File: src/rtl/bg_pkg.sv
package bg_pkg;

   localparam int OS_MAX   = 16;
   localparam int OS_CNT_W = $clog2(OS_MAX);

   typedef enum logic [1:0] {
      REG_DIV_LO = 2'd0,
      REG_DIV_HI = 2'd1,
      REG_PRE    = 2'd2,
      REG_CFG    = 2'd3
   } reg_sel_e;

   typedef enum logic [1:0] {
      OS_X16  = 2'b00,
      OS_X8   = 2'b01,
      OS_X4   = 2'b10,
      OS_X4_B = 2'b11
   } os_sel_e;

   function automatic logic [OS_CNT_W-1:0] os_last(input os_sel_e sel);
      case (sel)
         OS_X16:  os_last = OS_CNT_W'(15);
         OS_X8:   os_last = OS_CNT_W'(7);
         default: os_last = OS_CNT_W'(3);
      endcase
   endfunction

endpackage

File: src/rtl/bg_prescale.sv
module bg_prescale #(
   parameter int PRE_W         = 4,
   parameter bit HAS_PRESCALER = 1'b1
) (
   input  logic             clk,
   input  logic             rst_n,
   input  logic             restart,
   input  logic             quarter,
   input  logic [PRE_W-1:0] pre_val,
   output logic             tick
);

   localparam int CNT_W = PRE_W + 3;

   logic [CNT_W-1:0] base;
   logic [CNT_W-1:0] limit;
   logic [CNT_W-1:0] cnt_q;

   generate
      if (HAS_PRESCALER) begin : g_full
         always_comb base = CNT_W'(pre_val) + CNT_W'(1);
      end else begin : g_quarter_only
         logic unused_pre;
         always_comb unused_pre = ^pre_val;
         always_comb base = CNT_W'(1);
      end
   endgenerate

   always_comb begin
      limit = quarter ? ((base << 2) - CNT_W'(1)) : (base - CNT_W'(1));
      tick  = (cnt_q == limit);
   end

   always_ff @(posedge clk or negedge rst_n) begin
      if (!rst_n)         cnt_q <= '0;
      else if (restart)   cnt_q <= '0;
      else if (tick)      cnt_q <= '0;
      else                cnt_q <= cnt_q + CNT_W'(1);
   end


   pre_bound_chk: assert property (@(posedge clk) disable iff (!rst_n)
      cnt_q <= limit);

endmodule

File: src/rtl/bg_divider.sv
module bg_divider #(
   parameter int DIV_W = 16
) (
   input  logic             clk,
   input  logic             rst_n,
   input  logic             restart,
   input  logic             tick_in,
   input  logic [DIV_W-1:0] divisor,
   output logic             samp
);

   logic [DIV_W-1:0] dc_q;
   logic             at_end;
   logic             active;

   always_comb begin
      active = (divisor != '0);
      at_end = (dc_q == divisor - DIV_W'(1));
      samp   = tick_in && active && at_end;
   end

   always_ff @(posedge clk or negedge rst_n) begin
      if (!rst_n)                 dc_q <= '0;
      else if (restart)           dc_q <= '0;
      else if (tick_in && active) dc_q <= at_end ? '0 : dc_q + DIV_W'(1);
   end


   div_bound_chk: assert property (@(posedge clk) disable iff (!rst_n)
      (divisor == '0) || (dc_q < divisor));

endmodule

File: src/rtl/bg_oversample.sv
module bg_oversample
   import bg_pkg::*;
(
   input  logic    clk,
   input  logic    rst_n,
   input  logic    restart,
   input  logic    samp_in,
   input  os_sel_e os_sel,
   output logic    sample_en_o,
   output logic    bit_en_o
);

   logic [OS_CNT_W-1:0] oc_q;
   logic [OS_CNT_W-1:0] last;

   always_comb last = os_last(os_sel);

   always_ff @(posedge clk or negedge rst_n) begin
      if (!rst_n)         oc_q <= '0;
      else if (restart)   oc_q <= '0;
      else if (samp_in)   oc_q <= (oc_q == last) ? '0 : oc_q + OS_CNT_W'(1);
   end

   always_ff @(posedge clk or negedge rst_n) begin
      if (!rst_n) begin
         sample_en_o <= 1'b0;
         bit_en_o    <= 1'b0;
      end else if (restart) begin
         sample_en_o <= 1'b0;
         bit_en_o    <= 1'b0;
      end else begin
         sample_en_o <= samp_in;
         bit_en_o    <= samp_in && (oc_q == last);
      end
   end


   os_bound_chk: assert property (@(posedge clk) disable iff (!rst_n)
      oc_q <= last);


   bit_in_sample_chk: assert property (@(posedge clk) disable iff (!rst_n)
      bit_en_o |-> sample_en_o);

endmodule

File: src/rtl/baud_tick_gen.sv
module baud_tick_gen
   import bg_pkg::*;
#(
   parameter int BYTE_W        = 8,
   parameter int DIV_W         = 16,
   parameter int PRE_W         = 4,
   parameter bit HAS_PRESCALER = 1'b1
) (
   input  logic              clk,
   input  logic              rst_n,
   input  logic              wr_en,
   input  logic [1:0]        wr_sel,
   input  logic [BYTE_W-1:0] wr_data,
   output logic              sample_en_o,
   output logic              bit_en_o
);

   generate
      if (DIV_W != 2 * BYTE_W) begin : g_bad_div
         $error("DIV_W must equal two register bytes");
      end
      if (PRE_W > BYTE_W || PRE_W < 1) begin : g_bad_pre
         $error("PRE_W must fit in one register byte");
      end
      if (BYTE_W < 3) begin : g_bad_byte
         $error("config register needs three bits");
      end
   endgenerate

   logic [DIV_W-1:0] div_q;
   logic [PRE_W-1:0] pre_q;
   logic             quarter_q;
   os_sel_e          os_q;
   logic             pre_tick;
   logic             samp;

   always_ff @(posedge clk or negedge rst_n) begin
      if (!rst_n) begin
         div_q     <= '0;
         pre_q     <= '0;
         quarter_q <= 1'b0;
         os_q      <= OS_X16;
      end else if (wr_en) begin
         case (reg_sel_e'(wr_sel))
            REG_DIV_LO: div_q[BYTE_W-1:0]     <= wr_data;
            REG_DIV_HI: div_q[DIV_W-1:BYTE_W] <= wr_data;
            REG_PRE:    pre_q                 <= wr_data[PRE_W-1:0];
            default: begin
               quarter_q <= wr_data[0];
               os_q      <= os_sel_e'(wr_data[2:1]);
            end
         endcase
      end
   end

   bg_prescale #(.PRE_W(PRE_W), .HAS_PRESCALER(HAS_PRESCALER)) u_pre (
      .clk     (clk),
      .rst_n   (rst_n),
      .restart (wr_en),
      .quarter (quarter_q),
      .pre_val (pre_q),
      .tick    (pre_tick)
   );

   bg_divider #(.DIV_W(DIV_W)) u_div (
      .clk     (clk),
      .rst_n   (rst_n),
      .restart (wr_en),
      .tick_in (pre_tick),
      .divisor (div_q),
      .samp    (samp)
   );

   bg_oversample u_os (
      .clk         (clk),
      .rst_n       (rst_n),
      .restart     (wr_en),
      .samp_in     (samp),
      .os_sel      (os_q),
      .sample_en_o (sample_en_o),
      .bit_en_o    (bit_en_o)
   );


   zero_div_chk: assert property (@(posedge clk) disable iff (!rst_n)
      (div_q == '0) && $past(div_q == '0) |-> !sample_en_o && !bit_en_o);


   restart_clear_chk: assert property (@(posedge clk) disable iff (!rst_n)
      wr_en |=> !sample_en_o && !bit_en_o);

endmodule

File: config.mk
export PLATFORM = sky130hd
export DESIGN_NAME = baud_tick_gen
export DESIGN_NICKNAME = d
export VERILOG_FILES = /design/src/rtl/bg_pkg.sv /design/src/rtl/bg_prescale.sv /design/src/rtl/bg_divider.sv /design/src/rtl/bg_oversample.sv /design/src/rtl/baud_tick_gen.sv
export SDC_FILE = /design/constraint.sdc
export NUM_CORES = 1
export LEC_CHECK = 0
export ABC_AREA = 1
export BUFFER_PORTS_ARGS = -buffer_cell sky130_fd_sc_hd__buf_2
export CORE_ASPECT_RATIO = 0.6
export CORE_MARGIN = 2
export CORE_UTILIZATION = 43
export CTS_BUF_LIST = sky130_fd_sc_hd__clkbuf_2
export DETAILED_ROUTE_END_ITERATION = 8
export HOLD_SLACK_MARGIN = 0.05
export PLACE_DENSITY = 0.7
export SYNTH_ARGS = -nofsm -noshare
export SYNTH_HDL_FRONTEND = slang
export SYNTH_SLANG_ARGS = --single-unit
File: constraint.sdc
create_clock -name clk -period 2.9 [get_ports clk]
set_input_delay 0.58 -clock clk [delete_from_list [all_inputs] [get_ports clk]]
set_output_delay 0.58 -clock clk [all_outputs]
set_load 0.005 [all_outputs]
After elaboration in Yosys (flattened, before gate mapping)
Index checks and enable logic that the tools add are counted.
{ "totals": {"register_bits": 52, "latch_bits": 0, "ram_bits": 0, "mem_bits_ro": 0, "out_inout_bits": 2, "word_cells": 49, "memories": 0} }
{ "classes": {"addsub": 7, "mul": 0, "div": 0, "magnitude_cmp": 0, "n_eq_ne": 6, "shifts": 0, "mux": 12, "bitwise_logic": 1, "n_reduce_logical": 13} }
{ "ops": {"columns": ["op", "n"], "rows": [
  ["16-bit two-way mux", 3],
  ["7-bit two-way mux", 3],
  ["16-bit by 1-bit adder with 16-bit output (second input constant)", 1],
  ["16-bit == test", 1],
  ["16-bit nonzero test", 1],
  ["16-bit by 1-bit subtractor with 16-bit output (second input constant)", 1],
  ["7-bit by 1-bit subtractor with 7-bit output (second input constant)", 2],
  ["4-bit two-way mux", 3],
  ["4-bit one-hot mux with 2 select lines", 1],
  ["2-bit AND reduction", 4],
  ["7-bit by 1-bit adder with 7-bit output (second input constant)", 1],
  ["7-bit == test", 1],
  ["4-bit by 1-bit adder with 5-bit output (second input constant)", 1],
  ["4-bit by 1-bit adder with 4-bit output (second input constant)", 1],
  ["2-bit by 1-bit == test with 1-bit output (second input constant)", 2],
  ["4-bit == test", 1],
  ["2-bit logical NOT", 2],
  ["2-bit nonzero test", 2],
  ["1-bit logical AND", 3],
  ["3-bit OR reduction", 1],
  ["2-bit == test (second input constant)", 1],
  ["1-bit two-way mux", 2],
  ["1-bit inverter", 1]
]} }

Longest topological paths before layout
{ "depth": {"depth_word": 8, "depth_mapped": 18} }

Modules after synthesis
From an unflattened synthesis, not the netlist that was laid out.
{ "hier_totals": {"hier_cells": 562, "area_unflattened_um2": 3836.2} }
{ "by_module_without_submodules": {"columns": ["mod", "n_inst", "cells_per_inst", "area_each_um2", "seq_area_each_um2"], "rows": [
  ["bg_divider", 1, 294, 1757.9, 400.4],
  ["baud_tick_gen", 1, 105, 989.7, 575.6],
  ["bg_prescale", 1, 118, 747.0, 175.2],
  ["bg_oversample", 1, 45, 341.6, 150.1]
]} }

Worst setup path before layout
No wires, ideal clock.
{ "synth_timing": {"path_type": "flip-flop to flip-flop", "from": "register pre_q[1]", "to": "register u_div.dc_q[11]", "setup_ps": 117, "arrival_ps": 2013, "t_required_ps": 2783, "path_slack_ps": 770, "stages_incl_launch_ff": 18, "path_buffers": 2, "path_cell_list": "dfrtp_1 -> ha_1 -> nor2_1 -> inv_1 -> nor2_2 -> nand2_1 -> nand2_2 -> nand2_1 -> nand2_1 -> nand2_1 -> nor2_2 -> nand2_2 -> nor2_8 -> nand2_4 -> buf_6 -> buf_12 -> nand3_2 -> nand2_1"} }
{ "synth_between": {"elab_chain_len": 6, "elab_cells_between_ends": 7} }
{ "synth_rtl": {"columns": ["item", "line_no", "rtl"], "rows": [
  ["start: declaration", "baud_tick_gen.sv:31", "logic [PRE_W-1:0] pre_q;"],
  ["start signal: assignment", "baud_tick_gen.sv:47", "REG_PRE: pre_q <= wr_data[PRE_W-1:0];"],
  ["4-bit by 1-bit adder with 5-bit output *", "bg_prescale.sv:21", "always_comb base = CNT_W'(pre_val) + CNT_W'(1);"],
  ["7-bit by 1-bit subtractor with 7-bit output", "bg_prescale.sv:30", "limit = quarter ? ((base << 2) - CNT_W'(1)) : (base - CNT_W'(1));"],
  ["7-bit two-way mux *", "bg_prescale.sv:30", null],
  ["7-bit == test *", "bg_prescale.sv:31", "tick = (cnt_q == limit);"],
  ["1-bit logical AND *", "bg_divider.sv:25", "else if (tick_in && active) dc_q <= at_end ? '0 : dc_q + DIV_W'(1);"],
  ["2-bit nonzero test (no source line) *", null, null],
  ["end signal: assignment", "bg_divider.sv:25", null],
  ["end: declaration", "bg_divider.sv:12", "logic [DIV_W-1:0] dc_q;"]
]} }
Mark *: on every way between the ends. The rest lies on a longest branch, timed or not.
A chain may end at the register's enable or synchronous reset.

Final worst setup path
{ "layout_timing": {"from": "register pre_q[0]", "to": "register u_div.dc_q[3]"} }
Same word-level chain as after synthesis.

==> results.tsv <==
stage	metric	value	unit
timing	final_worst_slack	296	ps
clocking	cts_tree	done	
drt	detailedRoute.firstPassIterationCount	4	
global_routing	number_of_global_route_vias_before_repair	3110	
clocking	cts_inserted_buffers	5	
final_layout	finish.net_count	576	
synthesis	synth_seq_area_share	34.5	%
synthesis	yosysTopAreaCellShare	34.5	%
power_and_ir_drop	ir_worst_vdd	242	uV
drt	detail_route.wirelength	9170	microns
final_layout	multi_input_comb_area	2130	sq um
global_routing	maximum_number_of_pins_on_one_net_before_global_route_repair	38	
final_layout	final-instance-count-excl-fill	670	
worst_setup_path	worstRegToRegCells	16	
clocking	postCtsHoldBufs	0	
drt	drt_iter0_drc	329	
placed_design	dp_worst_setup_slack	365	ps
placed_design	placed_cells	662	
worst_setup_path	regToRegSetupSlack	300	ps
worst_setup_path	cp-start-kind	register	
floorplan	die_width	125	microns
timing	min_period_over_period	89.8	%
power_and_ir_drop	p_per_area	466	nW/um^2
clocking	clock_transition_at_the_registers_of_the_reported_paths	270	ps
placed_design	routabilityCongestion	0.888	
placed_design	numPortBuffers	14	
drt	drt_drc_violations_left	0	
synthesis	syn-num-nets	568	
timing	final_period_minus_worst_setup_slack	2600	ps
floorplan	die_height	76.6	microns
synthesis	ys_types	30	
power_and_ir_drop	leakagePower	1.98	nW
power_and_ir_drop	share_seq_of_total_power	49.8	%
synthesis	synthDominantAreaCellType	sky130_fd_sc_hd__dfrtp_1	
global_routing	global_route.usage.total	20.0	%
clocking	cts_max_path_buffers	2	
worst_setup_path	worstPathMaxFanout	20	
power_and_ir_drop	total_switching_power	0.762	mW
clocking	clock_insertion_delay_worst_skew	460	ps
drt	ant_nets	0	
synthesis	yosys-top-cells-area	sky130_fd_sc_hd__dfrtp_1, sky130_fd_sc_hd__nand2_1, sky130_fd_sc_hd__nand3_1, sky130_fd_sc_hd__inv_1, sky130_fd_sc_hd__xor2_1	
floorplan	std_cell_rows	26	
timing	tightest_slew	819	ps
synthesis	ys_top_cells_by_count	sky130_fd_sc_hd__nand2_1, sky130_fd_sc_hd__inv_1, sky130_fd_sc_hd__nand3_1, sky130_fd_sc_hd__dfrtp_1, sky130_fd_sc_hd__nor2_1	
final_layout	synthToLayoutAreaGrowth	4.71	%
synthesis	synthMuxAreaShare	0	%
synthesis	synth_top_family_by_area	simple AND/OR/NAND/NOR gates	
placed_design	hpwl	7140	microns
synthesis	synthesis.yosys.warnings	0	
worst_setup_path	worst_r2r_startpoint	pre_q[0]	
synthesis	post_synth_fa_ha_maj_area_fraction	1.99	%
global_routing	wire_length_of_the_first_global_routing_pass	15500	microns
synthesis	post_synth_xor_area_fraction	7.42	%
final_layout	sequential_cell_area	1300	sq um
synthesis	post_synth_and_or_nand_nor_area_fraction	43.1	%
timing	setup-tns-final	0	ps
global_routing	number_of_antenna_violations_at_the_first_check_in_global_routing	0	
clocking	post_cts_setup_inserts	0	
drt	detailroute.via_count	3444	
drt	routed_wire_length_per_instance	13.7	microns
timing	worst_slew_margin_rel	45.4	%
synthesis	synth-compound-area-share	3.98	%
final_layout	antenna-diode-count	0	
timing	grt_setup_unrepaired	false	
final_layout	fraction_of_layout_cells_with_a_size_suffix_above_1	10.8	%
clocking	cts_root_buffer	sky130_fd_sc_hd__clkbuf_2	
synthesis	post_synth.cell_area_avg	6.88	sq um
synthesis	synth_edf_count	0	
power_and_ir_drop	clock_power_share	16.9	%
synthesis	synth-main-ff-cell	sky130_fd_sc_hd__dfrtp_1	
hold_path	hold_path.class	input port to asynchronous set/reset pin	
timing	hold_violations	0	
worst_setup_path	cp.arrival	3040	ps
timing	final_slew_viol_count	0	
global_routing	globalRouteOverflowTotal	0	
clocking	ctsHtreeMaxLevel	2	
timing	setup_violations	0	
final_layout	fill_cells	873	
run_status	result_of_the_run	finished, final reports clean	
worst_setup_path	critPathKind	register to register	
job	cap_violations	0	
synthesis	syn_inst	549	
timing	max_freq	384	MHz
clocking	post_cts_resized	0	
synthesis	post-synth-top-count-cell	sky130_fd_sc_hd__nand2_1	
drt	via_per_inst	5.14	
floorplan	start_util	44.3	%
floorplan	boundaryPins	15	
worst_setup_path	setup.worst_path.end_class	register	
timing	clock_skew	10.2	ps
clocking	clock_sink_count	52	
power_and_ir_drop	cellInternalPower	1.08	mW
timing	holdWs	160	ps
floorplan	floorplan.core_area	8520	sq um
floorplan	fp.dieArea	9570	sq um
synthesis	yosys_register_bits	52	
worst_setup_path	crit-reg2reg-capture	u_div.dc_q[3]	
worst_setup_path	cp.required	3330	ps
synthesis	syn-cell-area	3780	sq um
power_and_ir_drop	power_frac_comb	33.3	%
synthesis	asyncSetResetFlopFracSynth	100	%
power_and_ir_drop	sw_frac_of_total	41.3	%
## state kept, by name (all words and copies together), names as in the netlist
name,flops
os_q,2
u_os.sample_en_o,1
u_div.dc_q,16
pre_q,4
u_os.oc_q,4
quarter_q,1
u_pre.cnt_q,7
u_os.bit_en_o,1
div_q,16
## logic make-up after synthesis
group / count (synthesis)
AOI/OAI and AO/OA: 30
xor gates and xnor gates: 32
adders and majority gates: 6
buffers and inverters: 80
DFF: 52
and+or+nand+nor: 349
## stage by stage
stage,util (%),power [mW],cell area (sq um)
6_report,46.4,1.84,3950
5_1_grt,46.4,2.01,3950
4_1_cts,46.4,1.85,3950
3_5_place_dp,45.8,1.54,3910
3_3_place_gp,45.8,1.52,3910
2_1_floorplan,-,1.40,3780
## power groups by stage
stage,clock network [mW],registers (mW),logic [mW]
after global placement,0,0.926,0.595
final,0.312,0.919,0.613
after global routing,0.354,0.933,0.718
after detailed placement,0,0.929,0.607
after floorplan,0,0.882,0.518
after CTS,0.322,0.917,0.611
## cell usage in the layout (no fill, tap or decap), drive strengths merged
| cell type | instances |
|---|---|
| nor3b | 3 |
| nand2 | 183 |
| nand4 | 10 |
| clkbuf | 5 |
| nor4 | 5 |
| clkinv | 2 |
| nor3 | 21 |
| or2 | 4 |
| dfrtp | 52 |
| ha | 6 |
| xor2 | 21 |
| clkinvlp | 1 |
| buf | 17 |
| inv | 64 |
| o21ai | 30 |
| nand3b | 3 |
| and3 | 1 |
| nand3 | 68 |
| nor2 | 51 |
| xnor2 | 11 |
## worst max path at each step
stage | startpoint | end | slack (ps)
2_1_floorplan | pre_q[1] | u_div.dc_q[11] | 770
3_3_place_gp | pre_q[0] | u_div.dc_q[1] | 420
3_5_place_dp | pre_q[0] | u_div.dc_q[5] | 370
4_1_cts | pre_q[0] | u_div.dc_q[3] | 310
5_1_grt | pre_q[0] | u_div.dc_q[7] | 6
6_report | pre_q[0] | u_div.dc_q[3] | 300
## final cells by class
class	instances	area share, %
Multi-Input combinational cell	417	54.0
Sequential cell	52	32.9
Inverter	64	6.08
Tap cell	112	3.54
Timing Repair Buffer	17	2.34
Clock buffer	5	0.633
Clock inverter	3	0.538
## per-layer routing
layer  track usage, %  vias to the layer above  part of all wire, %
li1                 -                     1758                    -
met1             33.0                     1574                   54
met2             25.6                      103                   36
met3             5.20                        9                  9.3
met4             3.44                        0                 0.67
met5                0                        -                    0
## worst max-delay path, cell delays in order (launching register included)
cell	delay, ps
sky130_fd_sc_hd__dfrtp_1	560
sky130_fd_sc_hd__ha_1	370
sky130_fd_sc_hd__nor2_1	150
sky130_fd_sc_hd__inv_1	70
sky130_fd_sc_hd__nor2_2	90
sky130_fd_sc_hd__nand2_1	90
sky130_fd_sc_hd__nand2_2	70
sky130_fd_sc_hd__nand2_1	40
sky130_fd_sc_hd__nand2_1	50
sky130_fd_sc_hd__nand2_1	50
sky130_fd_sc_hd__nor2_2	100
sky130_fd_sc_hd__nand2_2	90
sky130_fd_sc_hd__nor2_8	190
sky130_fd_sc_hd__nand2_4	200
sky130_fd_sc_hd__nand2_2	280
sky130_fd_sc_hd__nand2_1	90
sky130_fd_sc_hd__nand2_1	70
Power figures use the tool's default switching activity.
